<file path="src/rtl/rlu_pkg.sv">
package rlu_pkg;
    localparam int NUM_REGS  = 2;
    localparam int REG_RELOC = 0;
    localparam int REG_LIMIT = 1;

    typedef enum logic [1:0] {
        ACC_IDLE     = 2'd0,
        ACC_KERNEL   = 2'd1,
        ACC_USER_OK  = 2'd2,
        ACC_USER_BAD = 2'd3
    } acc_class_e;
endpackage

</file>
<file path="src/rtl/rlu_regs.sv">
module rlu_regs #(
    parameter int AW = 32
) (
    input  logic          clk,
    input  logic          rst_n,
    input  logic          kernel_mode,
    input  logic          wr_en,
    input  logic          wr_sel,
    input  logic [AW-1:0] wr_data,
    output logic [AW-1:0] base_q,
    output logic [AW-1:0] lim_q,
    output logic          wr_reject
);
    import rlu_pkg::*;

    // one storage element per architectural register
    for (genvar g = 0; g < NUM_REGS; g++) begin : g_reg
        logic          hit;
        logic [AW-1:0] q;

        assign hit = wr_en && kernel_mode && (wr_sel == 1'(g));

        always_ff @(posedge clk or negedge rst_n) begin
            if (!rst_n) begin
                q <= '0;
            end else if (hit) begin
                q <= wr_data;
            end
        end
    end

    assign base_q    = g_reg[REG_RELOC].q;
    assign lim_q     = g_reg[REG_LIMIT].q;
    assign wr_reject = wr_en && !kernel_mode;
endmodule

</file>
<file path="src/rtl/rlu_classify.sv">
module rlu_classify #(
    parameter int AW = 32
) (
    input  logic                acc_valid,
    input  logic                kernel_mode,
    input  logic [AW-1:0]       log_addr,
    input  logic [AW-1:0]       lim_q,
    output rlu_pkg::acc_class_e acc_class
);
    import rlu_pkg::*;

    logic in_range;

    // legal only strictly below the limit
    assign in_range = (log_addr < lim_q);

    always_comb begin
        unique case ({acc_valid, kernel_mode})
            2'b10:   acc_class = in_range ? ACC_USER_OK : ACC_USER_BAD;
            2'b11:   acc_class = ACC_KERNEL;
            default: acc_class = ACC_IDLE;
        endcase
    end
endmodule

</file>
<file path="src/rtl/rlu_outsel.sv">
module rlu_outsel #(
    parameter int AW = 32
) (
    input  rlu_pkg::acc_class_e acc_class,
    input  logic [AW-1:0]       log_addr,
    input  logic [AW-1:0]       base_q,
    output logic [AW-1:0]       phys_addr,
    output logic                phys_valid,
    output logic                acc_fault
);
    import rlu_pkg::*;

    logic [AW-1:0] reloc_sum;

    // modulo 2^AW, carry out deliberately discarded
    assign reloc_sum = log_addr + base_q;

    always_comb begin
        unique case (acc_class)
            ACC_KERNEL: begin
                phys_addr  = log_addr;
                phys_valid = 1'b1;
                acc_fault  = 1'b0;
            end
            ACC_USER_OK: begin
                phys_addr  = reloc_sum;
                phys_valid = 1'b1;
                acc_fault  = 1'b0;
            end
            ACC_USER_BAD: begin
                phys_addr  = '0;
                phys_valid = 1'b0;
                acc_fault  = 1'b1;
            end
            default: begin
                phys_addr  = '0;
                phys_valid = 1'b0;
                acc_fault  = 1'b0;
            end
        endcase
    end
endmodule

</file>
<file path="src/rtl/reloc_limit_unit.sv">
module reloc_limit_unit #(
    parameter int AW = 32
) (
    input  logic          clk,
    input  logic          rst_n,
    input  logic          kernel_mode,
    input  logic          acc_valid,
    input  logic [AW-1:0] log_addr,
    input  logic          wr_en,
    input  logic          wr_sel,
    input  logic [AW-1:0] wr_data,
    output logic [AW-1:0] phys_addr,
    output logic          phys_valid,
    output logic          acc_fault,
    output logic          wr_reject
);
    import rlu_pkg::*;

    logic [AW-1:0] base_val;
    logic [AW-1:0] lim_val;
    acc_class_e    acc_class;

    rlu_regs #(.AW(AW)) u_regs (
        .clk         (clk),
        .rst_n       (rst_n),
        .kernel_mode (kernel_mode),
        .wr_en       (wr_en),
        .wr_sel      (wr_sel),
        .wr_data     (wr_data),
        .base_q      (base_val),
        .lim_q       (lim_val),
        .wr_reject   (wr_reject)
    );

    rlu_classify #(.AW(AW)) u_class (
        .acc_valid   (acc_valid),
        .kernel_mode (kernel_mode),
        .log_addr    (log_addr),
        .lim_q       (lim_val),
        .acc_class   (acc_class)
    );

    rlu_outsel #(.AW(AW)) u_out (
        .acc_class   (acc_class),
        .log_addr    (log_addr),
        .base_q      (base_val),
        .phys_addr   (phys_addr),
        .phys_valid  (phys_valid),
        .acc_fault   (acc_fault)
    );
endmodule

</file>
<file path="config.mk">
export PLATFORM = sky130hd
export DESIGN_NAME = reloc_limit_unit
export DESIGN_NICKNAME = d
export VERILOG_FILES = /design/src/rtl/rlu_pkg.sv /design/src/rtl/rlu_regs.sv /design/src/rtl/rlu_classify.sv /design/src/rtl/rlu_outsel.sv /design/src/rtl/reloc_limit_unit.sv
export SDC_FILE = /design/constraint.sdc
export NUM_CORES = 1
export LEC_CHECK = 0
export CAP_MARGIN = 20
export CORE_ASPECT_RATIO = 2
export CORE_MARGIN = 3
export CORE_UTILIZATION = 25
export DETAILED_ROUTE_END_ITERATION = 10
export PLACE_DENSITY = 0.48
export SKIP_CTS_REPAIR_TIMING = 1
export SLEW_MARGIN = 20
export SYNTH_ARGS = -nofsm -noshare
export SYNTH_HDL_FRONTEND = slang
export SYNTH_SLANG_ARGS = --single-unit
export TNS_END_PERCENT = 20
</file>
<file path="constraint.sdc">
create_clock -name clk -period 7.6 [get_ports clk]
set_input_delay 0.76 -clock clk [delete_from_list [all_inputs] [get_ports clk]]
set_output_delay 0.76 -clock clk [all_outputs]
set_load 0.1 [all_outputs]
</file>
==> impl_metrics.ini, run 1 <==
[synth]
synthCells = 517
synth_edf_count = 0
yosysUniqueCellTypes = 67
synth.area.top_cells = dfrtp_1 (31%), ha_1 (15%), mux2_2 (14%)
async_reset_ff_share_pct = 100
yosys_warnings = 0
synth_top_area_share_pct = 30.7
yosysSeqAreaShare_pct = 30.7
yosys_register_bits = 64
synth_nets = 650
synth_area_sq_um = 5230
syn_area_per_cell_sq_um = 10.1
ys.flop_type = dfrtp_1
yosysTopAreaCell = dfrtp_1

[layout]
synthToLayoutAreaGrowth_pct = 28.9
diodes = 0
ff_latch_area_sq_um = 1600
multi_input_area_sq_um = 3320
fin_nets = 750
final_cell_count_no_fill = 886
final.fill_count = 2116
drive_above_1_share_pct = 16.1

[timing]
min_period_ps = 5970
worst_pin_slew_ps = 991
max_freq_mhz = 168
setup_viol = 0
drv_slew = 0
worst_slack_ps = 1630
hold_viol = 0
finalClockSkew_ps = 0
relSlewSlack_pct = 33.7
period_share_pct = 78.5
grt_setup_unrepaired = no
tns_ps = 0

[power_and_ir_drop]
internal_power_w = 0.000999
power_switching_w = 0.000781
ir_drop_v = 0.0000900
powerDensity_nw_per_um2 = 264
power_w = 0.00178
power_frac_seq_pct = 24.9
pwr-share-clk_pct = 21.8
power_switching_share_pct = 43.9
power_leakage_nw = 2.94
power_frac_comb_pct = 53.3

[clock_tree]
path_clk_slew_ps = 50
cts-root-buf = clkbuf_16
tritoncts = built
cts-buffers-inserted = 9
cts_buffer_depth = 2
clk_latency_ps = 340
htree_num_levels = 3
clock_sinks = 64

[die]
initial_core_util_pct = 25.5
die_area_sq_um = 22800
die_x_um = 108
rows = 74
core-area_sq_um = 20500
pin_count = 105
die_h_um = 210

[drt]
finalWirelength_mm = 16.1
vias_per_cell = 4.87
antenna_left = 0
firstDrtPassIters = 4
drc = 0
dr_total_vias = 4317
wl_per_cell_um = 18.2
drt_iter0_markers = 133

[critical_path]
startpoint_type = input port
worstPathMaxFanout = 17
cp.arrival_ps = 5210
critPathCaptureType = primary output
critPathKind = input port to primary output
reg2reg_depth = 1
crit_required_ps = 6840

[grt]
grt_pass1_wl_mm = 25.7
grt_max_degree = 65
grt_pass1_vias = 4890
gr-total-overflow = 0
antenna_found_initial = 0
track_usage_pct = 14.9

[min_path]
hold_path_class = flip-flop to flip-flop
holdPathStages = 1

[run_status]
outcome = completed

[placement]
hpwl_mm = 12.9
pre_cts_ws_ps = 1590
gp_congestion = 0.829
io_buffers = 104
dp_cells = 872

[flow_run]
drv_cap = 0
[path summary, 6_finish.rpt]
check / to / startpoint / slack, ps
max in group asynchronous: u_regs.base_q[1]$_DFFE_PN0P_ / rst_n / 6400
hold / removal: u_regs.lim_q[7]$_DFFE_PN0P_ / u_regs.lim_q[7]$_DFFE_PN0P_ / 500
hold reg to reg: u_regs.lim_q[7]$_DFFE_PN0P_ / u_regs.lim_q[7]$_DFFE_PN0P_ / 500
setup / recovery: phys_addr[8] / log_addr[1] / 1630
setup reg to reg: u_regs.base_q[1]$_DFFE_PN0P_ / u_regs.base_q[1]$_DFFE_PN0P_ / 6790
min in group asynchronous: u_regs.lim_q[13]$_DFFE_PN0P_ / rst_n / 610
[per-layer routing]
layer	vias up	GRT usage, %	routed length, um
met5	-	0	0
met4	0	6.58	425
li1	2108	-	-
met1	2092	13.7	5490
met3	25	2.45	504
met2	92	30.4	9700
[worst max-delay path, cell delays in order]
cell and delay (ps):
clkdlybuf4s50_1 570, ha_1 260, a21o_1 160, a211o_1 320, a21oi_1 230, o21ai_1 140, a2111oi_2 390, or2_1 650
buf_4 380, a32o_1 200, clkdlybuf4s50_1 1130
[placed cells by master, fill, tap and decap left out, types with 3 or more instances in the layout]
cell / Yosys / routed
clkbuf_8: 0 / 3
a31oi_1: 4 / 4
o21bai_1: 3 / 3
clkbuf_16: 0 / 9
a21o_1: 16 / 16
xnor2_1: 20 / 20
and2_1: 4 / 4
a22o_1: 30 / 30
nand2_1: 22 / 22
mux2_2: 64 / 64
nand4_1: 10 / 10
a211oi_1: 6 / 6
xor2_1: 7 / 7
nor2b_1: 3 / 3
a211o_1: 3 / 3
dfrtp_1: 64 / 64
o211ai_1: 3 / 3
nor2_1: 17 / 17
nand2b_1: 4 / 4
ha_1: 62 / 62
o21ai_0: 20 / 20
buf_4: 3 / 5
nor3_1: 6 / 6
o21ai_1: 3 / 3
nand3_1: 8 / 8
clkdlybuf4s50_1: 0 / 103
inv_1: 36 / 36
a21oi_1: 42 / 42
[cells in the mapped netlist, drive strengths merged (2+ instances only)]
library cell and instances:
dfrtp 64, nor3 6, o21bai 3, o21a 2
inv 36, a21o 16, xor2 7, and2 6
clkbuf 7, nand3 8, a21oi 43, or2 3
nand2b 4, nand4 10, a31oi 5, o211ai 3
mux2 64, nor2b 3, nand3b 2, ha 62
nand2 22, xnor2 20, a22o 30, or3 2
o2111ai 2, a211oi 7, o21ai 24, and3 2
nor2 17, a211o 3, buf 10
[final cells by class]
| type | instances | share of cell area [%] |
|---|---|---|
| clock buffers | 14 | 4.07 |
| inverters | 36 | 2.01 |
| multi-input cells | 397 | 49.3 |
| flip-flops and latches | 64 | 23.8 |
| well taps | 266 | 4.94 |
| repair buffers | 109 | 15.9 |
[metrics by stage]
| step | utilization [%] | cell area [sq um] | hold WS, ps |
|---|---|---|---|
| 6_report | 32.9 | 6740 | 502 |
| 3_3_place_gp | 31.6 | 6460 | 488 |
| 5_1_grt | 32.9 | 6740 | 520 |
| 4_1_cts | 32.9 | 6740 | 506 |
| 2_1_floorplan | - | 5230 | 464 |
| 3_5_place_dp | 31.6 | 6460 | 494 |
[flip-flops by register name, summed over array words and instances (netlist names)]
register       count
u_regs.base_q     32
u_regs.lim_q      32
[power by group through the flow]
| stage | clock network (W) | registers [W] | logic, W |
|---|---|---|---|
| floorplan | 0 | 0.000435 | 0.000726 |
| global placement | 0 | 0.000447 | 0.000950 |
| detailed placement | 0 | 0.000450 | 0.000954 |
| CTS | 0.000403 | 0.000444 | 0.000959 |
| global route | 0.000415 | 0.000451 | 0.00103 |
| finish | 0.000388 | 0.000443 | 0.000949 |
[kinds of logic (layout without fill, tap and decap cells)]
group,after synthesis,count (layout),synth area share (%)
flops,64,64,30.7
fa+ha+maj,63,63,15.2
xor+xnor,27,27,4.53
compound gates,152,152,20.8
simple gates,91,91,9.17
mux,64,64,13.8
buf+inv,56,159,5.84
Power figures use the tool's default switching activity.
==> inputs of run 2 (changes only) <==
Clock period 7.6 ns to 6.3 ns, I/O delays scaled along.
==> run 2 against run 1 <==
- hold slack worse by 22 ps
- clock power rose by 17%
- final cell count up 0.23%
- critical path depth unchanged
==> impl_metrics.ini, run 2 (synthesis results as in run 1) <==
[critical_path]
critPathSlowestCell = clkdlybuf4s50_1
crit_required_ps = 5670
critPathCaptureType = primary output
cp.arrival_ps = 4060
critical_path.max_stage_delay_ps = 600
startpoint_type = input port
critPathKind = input port to primary output
cp_common_cell = buf_4
worstPathMaxFanout = 25
worstPathCellList = clkdlybuf4s50_1, ha_1, a21o_1, a211o_1, a21oi_1, o21ai_1, a2111oi_2, or2_1, buf_4, a22o_1, buf_4

[clock_tree]
htree_num_levels = 3
cts-buffers-inserted = 9
cts_buffer_depth = 2
tritoncts = built
clock_sinks = 64
path_clk_slew_ps = 50
clk_latency_ps = 330
cts-root-buf = clkbuf_16

[power_and_ir_drop]
power_switching_share_pct = 44.7
power_frac_seq_pct = 25.1
pwr-share-clk_pct = 21.4
power_frac_comb_pct = 53.5
power_switching_w = 0.000948
internal_power_w = 0.00117
powerDensity_nw_per_um2 = 319
power_leakage_nw = 2.99
ir_drop_v = 0.000140

[min_path]
hold_path_class = input port to asynchronous set/reset pin

[layout]
fin_nets = 750
drive_above_1_share_pct = 21.5
final_cell_mix = clkdlybuf4s50_1 (71), mux2_2 (64), dfrtp_1 (64), ha_1 (62), a21oi_1 (42)
synthToLayoutAreaGrowth_pct = 27.2
final_cell_count_no_fill = 888
diodes = 0
final_common_cell = clkdlybuf4s50_1

[grt]
gr-total-overflow = 0
track_usage_pct = 14.6
grt_max_degree = 65
antenna_found_initial = 0
grt_pass1_wl_mm = 25.2
grt_pass1_vias = 4833

[timing]
max_freq_mhz = 213
grt_setup_unrepaired = no
drv_slew = 0
setup_viol = 0
period_share_pct = 74.5
finalClockSkew_ps = 0
worst_pin_slew_ps = 983
worst_slack_ps = 1610
relSlewSlack_pct = 34.3
holdWs_ps = 480
tns_ps = 0
min_period_ps = 4690
hold_viol = 0

[die]
die_h_um = 210
pin_count = 105
die_area_sq_um = 22800
initial_core_util_pct = 25.5
die_x_um = 108
core-area_sq_um = 20500
rows = 74

[run_status]
outcome = completed

[flow_run]
drv_cap = 0

[placement]
hpwl_mm = 12.8
dp_cells = 872
io_buffers = 104
gp_congestion = 0.941
pre_cts_ws_ps = 1560

[drt]
dr_total_vias = 4376
drc = 0
finalWirelength_mm = 16.0
wl_per_cell_um = 18.0
vias_per_cell = 4.93
antenna_left = 0
firstDrtPassIters = 4
drt_iter0_markers = 125
[run 2: cell type report]
class / instances / area, sq um
fill: 2110 / 13800
multi-input combinational: 397 / 3320
sequential: 64 / 1600
timing repair buffer: 109 / 993
tap: 266 / 333
clock buffer: 12 / 246
inverter: 36 / 135
clock inverter: 4 / 20.0
[run 2: routing by layer]
layer	global-route usage (%)	share of wire, %	vias to the layer above
met5	0	0	-
met4	7.32	3.8	0
met3	2.48	3.2	27
met2	29.4	59	97
met1	13.4	34	2135
li1	-	-	2117
[run 2: worst max-delay path: cells and delay by family]
kind / cells / cell delay, ps
buffers and inverters: 3 / 1320
and+or+nand+nor: 1 / 370
adders and majority gates: 1 / 280
AOI/OAI and AO/OA: 6 / 1470
[run 2: path summary, 6_finish.rpt]
path / end / start / cells after the start / slack [ps]
min in group clk: u_regs.lim_q[6]$_DFFE_PN0P_ / u_regs.lim_q[6]$_DFFE_PN0P_ / 1 / 500
worst min-delay path: u_regs.base_q[13]$_DFFE_PN0P_ / rst_n / 2 / 480
worst max register to register: u_regs.base_q[1]$_DFFE_PN0P_ / u_regs.base_q[1]$_DFFE_PN0P_ / 1 / 5500
max in group asynchronous: u_regs.base_q[0]$_DFFE_PN0P_ / rst_n / 2 / 5250
worst max-delay path: phys_addr[28] / log_addr[1] / 11 / 1610
worst min register to register: u_regs.lim_q[6]$_DFFE_PN0P_ / u_regs.lim_q[6]$_DFFE_PN0P_ / 1 / 500
[run 2: metrics by stage]
| step | utilization [%] | power [W] | instance area [sq um] |
|---|---|---|---|
| after global placement | 31.2 | 0.00167 | 6380 |
| after floorplan | - | 0.00140 | 5230 |
| final | 32.5 | 0.00212 | 6650 |
| after detailed placement | 31.2 | 0.00168 | 6380 |
| after CTS | 32.5 | 0.00215 | 6650 |
| after global routing | 32.5 | 0.00226 | 6650 |
[run 2: power by group through the flow]
stage / Combinational (W) / Clock, W / Sequential [W]
floorplan: 0.000875 / 0 / 0.000524
global placement: 0.00114 / 0 / 0.000538
detailed placement: 0.00114 / 0 / 0.000541
CTS: 0.00114 / 0.000470 / 0.000534
global route: 0.00123 / 0.000485 / 0.000543
finish: 0.00113 / 0.000453 / 0.000533
